## src/rtl/srx_pkg.sv

```systemverilog
package srx_pkg;

    localparam int SAMPLE_W     = 24;
    localparam int SLOTS_PER_CH = 32;
    localparam int SLOT_W       = $clog2(2 * SLOTS_PER_CH);
    localparam int WSEL_W       = 2;

    typedef logic [SAMPLE_W-1:0] sample_t;
    typedef logic [SLOT_W-1:0]   slot_t;

    typedef enum logic [1:0] {
        ALIGN_I2S   = 2'd0,
        ALIGN_LEFT  = 2'd1,
        ALIGN_RIGHT = 2'd2,
        ALIGN_RSVD  = 2'd3
    } align_e;

    // One bit-clock event as seen by the word assembler
    typedef struct packed {
        logic  strobe;
        slot_t slot;
        logic  is_left;
        logic  new_half;
        logic  bit_val;
    } slot_info_t;

    function automatic slot_t word_len(logic [WSEL_W-1:0] sel);
        case (sel)
            2'd0:    return slot_t'(16);
            2'd1:    return slot_t'(18);
            2'd2:    return slot_t'(20);
            default: return slot_t'(24);
        endcase
    endfunction

    function automatic sample_t sign_fill(sample_t v, logic [WSEL_W-1:0] sel);
        case (sel)
            2'd0:    return {{(SAMPLE_W-16){v[15]}}, v[15:0]};
            2'd1:    return {{(SAMPLE_W-18){v[17]}}, v[17:0]};
            2'd2:    return {{(SAMPLE_W-20){v[19]}}, v[19:0]};
            default: return v;
        endcase
    endfunction

endpackage

```

## src/rtl/srx_sync.sv

```systemverilog
module srx_sync #(
    parameter int N      = 3,
    parameter int STAGES = 2
) (
    input  logic         clk,
    input  logic         rst,
    input  logic [N-1:0] d,
    output logic [N-1:0] q
);
    logic [N-1:0] stg [STAGES];

    always_ff @(posedge clk) begin
        if (rst) begin
            for (int i = 0; i < STAGES; i++) stg[i] <= '0;
        end else begin
            stg[0] <= d;
            for (int i = 1; i < STAGES; i++) stg[i] <= stg[i-1];
        end
    end

    assign q = stg[STAGES-1];
endmodule

```

## src/rtl/srx_slot_track.sv

```systemverilog
module srx_slot_track
    import srx_pkg::*;
(
    input  logic       clk,
    input  logic       rst,
    input  logic       bck_lvl,
    input  logic       wck_lvl,
    input  logic       data_lvl,
    input  align_e     align,
    output logic       bit_rise,
    output slot_info_t info
);
    localparam slot_t SLOT_MAX = '1;

    logic  bck_last;
    logic  primed;
    logic  started;
    logic  wck_prev;
    slot_t slot_cnt;
    logic  trans;
    slot_t cur_slot;

    assign bit_rise = bck_lvl & ~bck_last;
    assign trans    = primed && (wck_lvl != wck_prev);

    always_comb begin
        if (trans)                     cur_slot = '0;
        else if (slot_cnt == SLOT_MAX) cur_slot = SLOT_MAX;
        else                           cur_slot = slot_cnt + slot_t'(1);
    end

    always_comb begin
        info.strobe   = bit_rise && (started || trans);
        info.slot     = cur_slot;
        info.is_left  = (align == ALIGN_I2S) ? ~wck_lvl : wck_lvl;
        info.new_half = trans;
        info.bit_val  = data_lvl;
    end

    always_ff @(posedge clk) begin
        if (rst) begin
            bck_last <= 1'b0;
            primed   <= 1'b0;
            started  <= 1'b0;
            wck_prev <= 1'b0;
            slot_cnt <= SLOT_MAX;
        end else begin
            bck_last <= bck_lvl;
            if (bit_rise) begin
                primed   <= 1'b1;
                wck_prev <= wck_lvl;
                slot_cnt <= cur_slot;
                if (trans) started <= 1'b1;
            end
        end
    end
endmodule

```

## src/rtl/srx_assemble.sv

```systemverilog
module srx_assemble
    import srx_pkg::*;
(
    input  logic              clk,
    input  logic              rst,
    input  slot_info_t        info,
    input  align_e            align,
    input  logic              lsb_first,
    input  logic [WSEL_W-1:0] width_sel,
    output sample_t           left_o,
    output sample_t           right_o,
    output logic              valid_o
);
    localparam slot_t SLOTS = slot_t'(SLOTS_PER_CH);
    localparam int    POS_W = $clog2(SAMPLE_W);

    sample_t          acc;
    logic             acc_left;
    logic             acc_live;
    sample_t          left_hold;
    logic             left_ok;

    slot_t            wlen;
    slot_t            first_slot;
    slot_t            k;
    logic             in_word;
    logic [POS_W-1:0] pos;
    sample_t          acc_nx;
    sample_t          done_word;

    always_comb begin
        wlen       = word_len(width_sel);
        first_slot = '0;
        case (align)
            ALIGN_I2S: begin
                in_word = (info.slot != '0) && (info.slot <= wlen);
                k       = info.slot - slot_t'(1);
            end
            ALIGN_RIGHT: begin
                first_slot = SLOTS - wlen;
                in_word    = (info.slot >= first_slot) && (info.slot < SLOTS);
                k          = info.slot - first_slot;
            end
            default: begin
                in_word = info.slot < wlen;
                k       = info.slot;
            end
        endcase
        pos    = lsb_first ? POS_W'(k) : POS_W'(wlen - slot_t'(1) - k);
        acc_nx = info.new_half ? '0 : acc;
        if (in_word) acc_nx[pos] = info.bit_val;
        done_word = sign_fill(acc, width_sel);
    end

    always_ff @(posedge clk) begin
        if (rst) begin
            acc       <= '0;
            acc_left  <= 1'b0;
            acc_live  <= 1'b0;
            left_hold <= '0;
            left_ok   <= 1'b0;
            left_o    <= '0;
            right_o   <= '0;
            valid_o   <= 1'b0;
        end else begin
            valid_o <= 1'b0;
            if (info.strobe) begin
                acc      <= acc_nx;
                acc_left <= info.is_left;
                acc_live <= 1'b1;
                if (info.new_half && acc_live) begin
                    if (acc_left) begin
                        left_hold <= done_word;
                        left_ok   <= 1'b1;
                    end else if (left_ok) begin
                        left_o  <= left_hold;
                        right_o <= done_word;
                        valid_o <= 1'b1;
                        left_ok <= 1'b0;
                    end
                end
            end
        end
    end
endmodule

```

## src/rtl/serial_audio_rx.sv

```systemverilog
module serial_audio_rx
    import srx_pkg::*;
#(
    parameter int SYNC_STAGES = 2
) (
    input  logic                clk,
    input  logic                rst,
    input  logic                bclk_in,
    input  logic                wclk_in,
    input  logic                sdata_in,
    input  logic [1:0]          align_sel,
    input  logic                lsb_first,
    input  logic [WSEL_W-1:0]   width_sel,
    output logic [SAMPLE_W-1:0] left_out,
    output logic [SAMPLE_W-1:0] right_out,
    output logic                sample_valid
);
    logic [2:0] sync_q;
    logic       bck_rise;
    slot_info_t info;
    align_e     align;

    assign align = align_e'(align_sel);

    srx_sync #(.N(3), .STAGES(SYNC_STAGES)) u_sync (
        .clk (clk),
        .rst (rst),
        .d   ({sdata_in, wclk_in, bclk_in}),
        .q   (sync_q)
    );

    srx_slot_track u_track (
        .clk      (clk),
        .rst      (rst),
        .bck_lvl  (sync_q[0]),
        .wck_lvl  (sync_q[1]),
        .data_lvl (sync_q[2]),
        .align    (align),
        .bit_rise (bck_rise),
        .info     (info)
    );

    srx_assemble u_asm (
        .clk       (clk),
        .rst       (rst),
        .info      (info),
        .align     (align),
        .lsb_first (lsb_first),
        .width_sel (width_sel),
        .left_o    (left_out),
        .right_o   (right_out),
        .valid_o   (sample_valid)
    );
endmodule

```

## config.mk

```make
export PLATFORM = sky130hd
export DESIGN_NAME = serial_audio_rx
export DESIGN_NICKNAME = d
export VERILOG_FILES = /design/src/rtl/srx_pkg.sv /design/src/rtl/srx_sync.sv /design/src/rtl/srx_slot_track.sv /design/src/rtl/srx_assemble.sv /design/src/rtl/serial_audio_rx.sv
export SDC_FILE = /design/constraint.sdc
export NUM_CORES = 1
export LEC_CHECK = 0
export BUFFER_PORTS_ARGS = -buffer_cell sky130_fd_sc_hd__buf_4
export CAP_MARGIN = 20
export CORE_ASPECT_RATIO = 2
export CORE_UTILIZATION = 59
export CTS_CLUSTER_DIAMETER = 150
export DETAILED_ROUTE_END_ITERATION = 10
export HOLD_SLACK_MARGIN = 0.12
export PLACE_DENSITY = 0.9
export SLEW_MARGIN = 5
export SYNTH_ARGS = -nofsm -noshare
export SYNTH_HDL_FRONTEND = slang
export SYNTH_SLANG_ARGS = --single-unit
```

## constraint.sdc

```tcl
create_clock -name clk -period 5.9 [get_ports clk]
set_clock_uncertainty 0.15 [all_clocks]
set_input_delay 1.18 -clock clk [delete_from_list [all_inputs] [get_ports clk]]
set_output_delay 1.18 -clock clk [all_outputs]
set_load 0.02 [all_outputs]
```

# --- After elaboration in Yosys (flattened, before gate mapping) ---
# Memories as Yosys holds them, arrays and structs flattened.
# Index checks and enable logic that the tools add are counted.
classes:
  addsub: 6
  mul: 0
  div_mod_pow: 0
  magnitude_cmp: 6
  eq_ne: 5
  shifts: 0
  muxes: 20
  n_bitwise: 8
  n_reduce_logical: 15
ops:
  columns: ["op", "count"]
  rows:
  - ["24-bit one-hot mux with 3 select lines", 1]
  - ["24-bit 2-to-1 mux", 2]
  - ["24-bit bitwise mux", 1]
  - ["6-bit 2-to-1 mux", 2]
  - ["4-bit one-hot mux with 3 select lines", 1]
  - ["5-bit one-hot mux with 2 select lines", 1]
  - ["5-bit by 1-bit subtractor with 5-bit output (second input constant)", 2]
  - ["5-bit subtractor", 2]
  - ["1-bit 2-to-1 mux", 7]
  - ["6-bit by 1-bit adder with 6-bit output (second input constant)", 1]
  - ["6-bit equality test (second input constant)", 1]
  - ["6-bit >= comparator", 1]
  - ["6-bit by 5-bit less-or-equal comparator with 1-bit output", 1]
  - ["1-bit logical AND", 6]
  - ["5-bit by 6-bit < comparator with 1-bit output (second input constant)", 1]
  - ["6-bit by 5-bit < comparator with 1-bit output", 1]
  - ["6-bit < comparator (second input constant)", 1]
  - ["3-bit 2-to-1 mux", 2]
  - ["6-bit nonzero test", 1]
  - ["6-bit by 5-bit subtractor with 6-bit output (first input constant)", 1]
  - ["1-bit demux with 5-bit select", 1]
  - ["5-bit by 1-bit >= comparator with 1-bit output (second input constant)", 1]
  - ["5-bit 2-to-1 mux", 1]
  - ["1-bit NOT", 5]
  - ["12 further kinds", 16]
word_totals:
  ff_bits: 110
  latch_bits: 0
  mem_bits_rw: 6
  rom_bits: 0
  input_bits: 10
  elab_cells: 74
  memories: 1
mem_list:
  columns: ["name", "words", "word_bits", "read_ports", "rd_clocked_by_memory_dff", "wr", "line_no", "rtl"]
  rows:
  - ["u_sync.stg", 2, 3, 2, 0, 2, "srx_sync.sv:10", "logic [N-1:0] stg [STAGES];"]

# --- Longest topological paths before layout ---
# An unclocked memory read counts as a cell.
logic_depth:
  ltp_word: 14
  ltp_mapped: 20

# --- Modules after synthesis ---
# Synthesis repeated with hierarchy kept, for this count alone.
unflattened:
  hier_cells: 648
  hier_area_um2: 5286.3
by_module_without_submodules:
  columns: ["module", "instances", "cells_per_inst", "area_each_um2"]
  rows:
  - ["srx_assemble", 1, 559, 4511.8]
  - ["srx_slot_track", 1, 74, 594.3]
  - ["srx_sync", 1, 15, 180.2]

# --- Worst setup path before layout ---
# Ideal clock, no wire load.
synth_path:
  path_kind: "input -> register"
  from: "input port align_sel[0]"
  to: "register u_asm.acc[14]"
  arrival_ns: 4.338
  slack_ns: 1.321
  path_stages: 16
  cell_sequence: "buf_2 nor2b_2 nand2_1 fa_1 xor2_1 mux2_2 inv_1 ha_1 a21o_1 a21oi_1 nor2_1 xnor2_1 nand4_1 mux2i_2 a32oi_1 a311oi_1"
synth_via:
  elab_chain_cells: 10
  word_cells_on_any_way: 13
  classes_between: "add/sub (1); order compare (2); eq/ne (1); mux (7); reduce/logical (2)"
synth_lines:
  columns: ["item", "line_no", "rtl"]
  rows:
  - ["start, declared", "serial_audio_rx.sv:11", "input logic [1:0] align_sel,"]
  - ["2-bit equality test / 2-bit logical NOT (equally long branches)", "srx_assemble.sv:34", "case (align)"]
  - ["5-bit one-hot mux with 2 select lines", "srx_assemble.sv:34", null]
  - ["5-bit subtractor", "srx_assemble.sv:49", "pos = lsb_first ? POS_W'(k) : POS_W'(wlen - slot_t'(1) - k);"]
  - ["5-bit 2-to-1 mux", "srx_assemble.sv:49", null]
  - ["5-bit by 6-bit < comparator with 1-bit output (implied by the code) / 5-bit by 1-bit >= comparator with 1-bit output (equally long branches)", "srx_assemble.sv:51", "if (in_word) acc_nx[pos] = info.bit_val;"]
  - ["1-bit logical AND (implied by the code)", "srx_assemble.sv:51", null]
  - ["1-bit 2-to-1 mux (implied by the code)", "srx_assemble.sv:51", null]
  - ["1-bit demux with 5-bit select", null, null]
  - ["24-bit bitwise mux", "srx_assemble.sv:51", null]
  - ["24-bit 2-to-1 mux (*)", "srx_assemble.sv:51", null]
  - ["end signal, assigned", "srx_assemble.sv:68", "acc <= acc_nx;"]
  - ["end, declared", "srx_assemble.sv:17", "sample_t acc;"]
# Mark *: on every way between the ends. The rest lies on a longest branch, timed or not.
# A chain may end at the register's enable or synchronous reset.

# --- Worst setup path after layout ---
layout_path:
  from: "register u_track.slot_cnt[1]"
  to: "register u_asm.acc[8]"
layout_via:
  elab_chain_cells: 13
  word_cells_on_any_way: 24
  classes_between: "add/sub (4); order compare (6); eq/ne (1); mux (9); reduce/logical (4)"
layout_lines:
  columns: ["item", "line_no", "rtl"]
  rows:
  - ["start, declared", "srx_slot_track.sv:19", "slot_t slot_cnt;"]
  - ["start signal, assigned", "srx_slot_track.sv:52", "slot_cnt <= cur_slot;"]
  - ["6-bit by 1-bit adder with 6-bit output / 6-bit equality test (equally long branches)", "srx_slot_track.sv:29, srx_slot_track.sv:28", null]
  - ["6-bit 2-to-1 mux (*)", "srx_slot_track.sv:28", "else if (slot_cnt == SLOT_MAX) cur_slot = SLOT_MAX;"]
  - ["6-bit 2-to-1 mux (*)", "srx_slot_track.sv:27", "if (trans) cur_slot = '0;"]
  - ["5-bit subtractor / 5-bit by 1-bit subtractor with 5-bit output (equally long branches)", "srx_assemble.sv:42, srx_assemble.sv:37", null]
  - ["5-bit one-hot mux with 2 select lines", "srx_assemble.sv:34", null]
  - ["5-bit subtractor", "srx_assemble.sv:49", null]
  - ["5-bit 2-to-1 mux", "srx_assemble.sv:49", null]
  - ["5-bit by 6-bit < comparator with 1-bit output (implied by the code) / 5-bit by 1-bit >= comparator with 1-bit output (equally long branches)", "srx_assemble.sv:51", null]
  - ["1-bit logical AND (implied by the code)", "srx_assemble.sv:51", null]
  - ["1-bit 2-to-1 mux (implied by the code)", "srx_assemble.sv:51", null]
  - ["1-bit demux with 5-bit select", null, null]
  - ["24-bit bitwise mux", "srx_assemble.sv:51", null]
  - ["24-bit 2-to-1 mux (*)", "srx_assemble.sv:51", null]
# Marked as above.

==> out/results.ini <==
[floorplan]
std_cell_rows=49
ios=59
die_area_mm2=0.00966
die_height_um=138
core_area_mm2=0.00901
dieWidth_um=70.0
start_util=0.606

[run_status]
status=completed

[routing]
ant_nets=0
wl_um=13500
viasPerCell=6.07
firstDrtPassIters=5
drt_iter0_drc=366
drc=0
avgRoutedWirePerCell_um=16.6
vias=4920

[cts]
cts_setup_buffers=0
cts_root_buffer=clkbuf_16
htreeDepth=4
cts_buffer_depth=2
cts_made_buffers=17
clkSlewWorstSetupHoldPaths_ns=0.06
hold_buffers=0
insertion_delay_ns=0.41
cts_tree=built
cts_sinks=116
cts_resized=0

[synth]
synth.top_cells.by_count=159 x nand2_1, 116 x dfxtp_1, 78 x a21oi_1
avgSynthCellArea_um2=8.36
yosys.area.top_type=dfxtp_1
yosysWarnings=0
synth.area.top_cells=dfxtp_1 43%, nand2_1 11%, a21oi_1 7.2%
synth_top_flop_cell=dfxtp_1
synth.cell_area_mm2=0.00546
ys_seq_area_frac=0.425
synth_top_area_share=0.425
ys_types=70
synth-async-reset-ratio=0
synth_edf_count=0
synthCells=653
synthMostInstantiatedCell=nand2_1
syn_nets=685
synth_seq_cells=116

[worst_setup_path]
path_cells=ha_1 -> nand2_1 -> o21ai_1 -> nand2_1 -> ha_1 -> inv_1 -> fa_1 -> nor2b_1 -> a31oi_1 -> ha_1 -> fa_1 -> mux2i_1 -> nand4b_1 -> mux2i_2 -> a32oi_1 -> a311oi_1
cpPeakStageDelay_ns=0.46
critPathRequiredTime_ns=6.06
rr_worst_depth=16
crit_top_cell=ha_1
reg2reg_from=u_track.slot_cnt[1]
r2r-end=u_asm.acc[8]
crit_type=reg -> reg
path_max_fanout=8
start_kind=register
worst_ep_arrival_time_ns=5.15
end_kind=register
r2r_slack_ns=0.91
crit_slowest_cell=dfxtp_1

[finish]
fin_util=0.722
antenna_cells=0
syn_to_final_growth_pct=19.3
drive_above_1_share=0.166
design_area_mm2=0.00651
fin_nets=728
fin_cells=811

[sta]
max_slew_margin=0.309
grt_setup_unrepaired=no
fin_crit_sh=0.846
finalMaxSlewViolations=0
max_freq_mhz=200
tightestPinTransition_ns=1.03
fin_crit_ns=4.99
hold_viol_final=0
setup_tns_ns=0
finalSetupViolCount=0

[placement]
dpl_cell_area_mm2=0.00583
dp_cells=778
dp_hpwl_um=9040
place_congestion=0.924
io_buffer_count=58

[hold_path]
min-delay-start=u_sync.stg[0][2]
worstHoldPathCells=1
hold_path.class=reg -> reg
min_to=u_sync.stg[0][5]

[grt]
antenna_found_initial=0
grt_max_degree=104
grt_pass1_wl_um=22000
grt.overflow.total=0
gr-usage-all-layers=0.287
grt_pass1_vias=4676

[power]
irDropWorstVdd_v=0.000249
p_leak_nw=2.45
totalPowerFinal_mw=2.21
powerDensity_mw_per_mm2=339

[job]
cap_violations=0

==> area by class of cell <==
type / instances / area [um^2]
well taps: 102 / 128
clock inverters: 14 / 223
inverters: 13 / 48.8
repair buffers: 62 / 473
multi-input cells: 486 / 2880
fillers: 672 / 2500
clock buffers: 18 / 439
flip-flops and latches: 116 / 2320
==> routing by layer <==
metal | up-vias | track usage | routed length, um | share of wire
met5 | - | 0 | 0 | 0
met4 | 0 | 0.178 | 706 | 0.052
met3 | 49 | 0.0722 | 546 | 0.041
met2 | 176 | 0.521 | 7290 | 0.54
met1 | 2321 | 0.283 | 4920 | 0.37
li1 | 2374 | - | - | -
==> worst max-delay path: cells and delay by family, from the launching register on <==
kind,cells,cell delay (ns)
muxes,2,0.70
DFF,1,0.46
buffers and inverters,1,0.07
and+or+nand+nor,4,0.62
adders and majority gates,5,1.70
AOI/OAI and AO/OA,4,1.20
==> worst max-delay path by stage <==
stage | cells after the start | to | slack [ns] | from
after floorplan | 16 | u_asm.acc[14] | 1.32 | align_sel[0]
final | 16 | u_asm.acc[8] | 0.91 | u_track.slot_cnt[1]
after global placement | 16 | u_asm.acc[6] | 0.94 | width_sel[1]
after CTS | 16 | u_asm.acc[8] | 1.02 | u_track.slot_cnt[1]
after global routing | 19 | u_asm.acc[8] | 0.59 | u_track.slot_cnt[1]
after detailed placement | 17 | u_asm.acc[8] | 0.77 | width_sel[1]
==> cells by family (layout without fill, tap and decap cells) <==
logic type,count (synthesis),count (layout),synth area share
fa+ha+maj,22,22,0.0532
simple gates,276,276,0.227
xor+xnor,11,11,0.0232
buf+inv,51,107,0.0484
flops,116,116,0.425
compound gates,170,170,0.206
mux,7,7,0.0170
==> registers in the layout, summed over array words and instances, names as in the netlist, 6 cells and up <==
signal / count
u_sync.stg: 6
u_track.slot_cnt: 6
u_asm.left_hold: 24
u_asm.acc: 24
u_asm.right_o: 24
u_asm.left_o: 24
==> layout by cell type, fill, tap and decap left out, types with 3 or more instances in the layout <==
| cell type | instances |
|---|---|
| nand2_1 | 159 |
| dfxtp_1 | 116 |
| a21oi_1 | 78 |
| buf_4 | 61 |
| nor2_1 | 54 |
| ha_1 | 20 |
| a211oi_1 | 17 |
| clkbuf_16 | 17 |
| a31o_1 | 15 |
| inv_1 | 12 |
| o31ai_1 | 11 |
| nor2b_1 | 10 |
| nor3_1 | 9 |
| a32oi_1 | 9 |
| a311oi_1 | 8 |
| nand3_1 | 7 |
| and2_1 | 7 |
| xnor2_1 | 5 |
| a31oi_1 | 5 |
| o21ai_0 | 5 |
| bufinv_16 | 5 |
| nand4_1 | 4 |
| nand4b_1 | 4 |
| a211o_1 | 4 |
| o21bai_1 | 3 |
| clkinv_4 | 3 |
| inv_6 | 3 |
==> report_power, final <==
part	switching (mW)	leakage [nW]	internal, mW
registers	0.00632	0.936	0.789
clock network	0.375	0.318	0.765
logic	0.184	1.20	0.0896
==> metrics by stage <==
step                setup WS (ns)  hold slack [ns]
global placement            0.944            0.268
global route                0.589            0.315
finish                      0.908            0.282
detailed placement          0.770            0.279
CTS                          1.02            0.290
floorplan                    1.32            0.264
No activity file was read; power rests on OpenSTA's default activity.
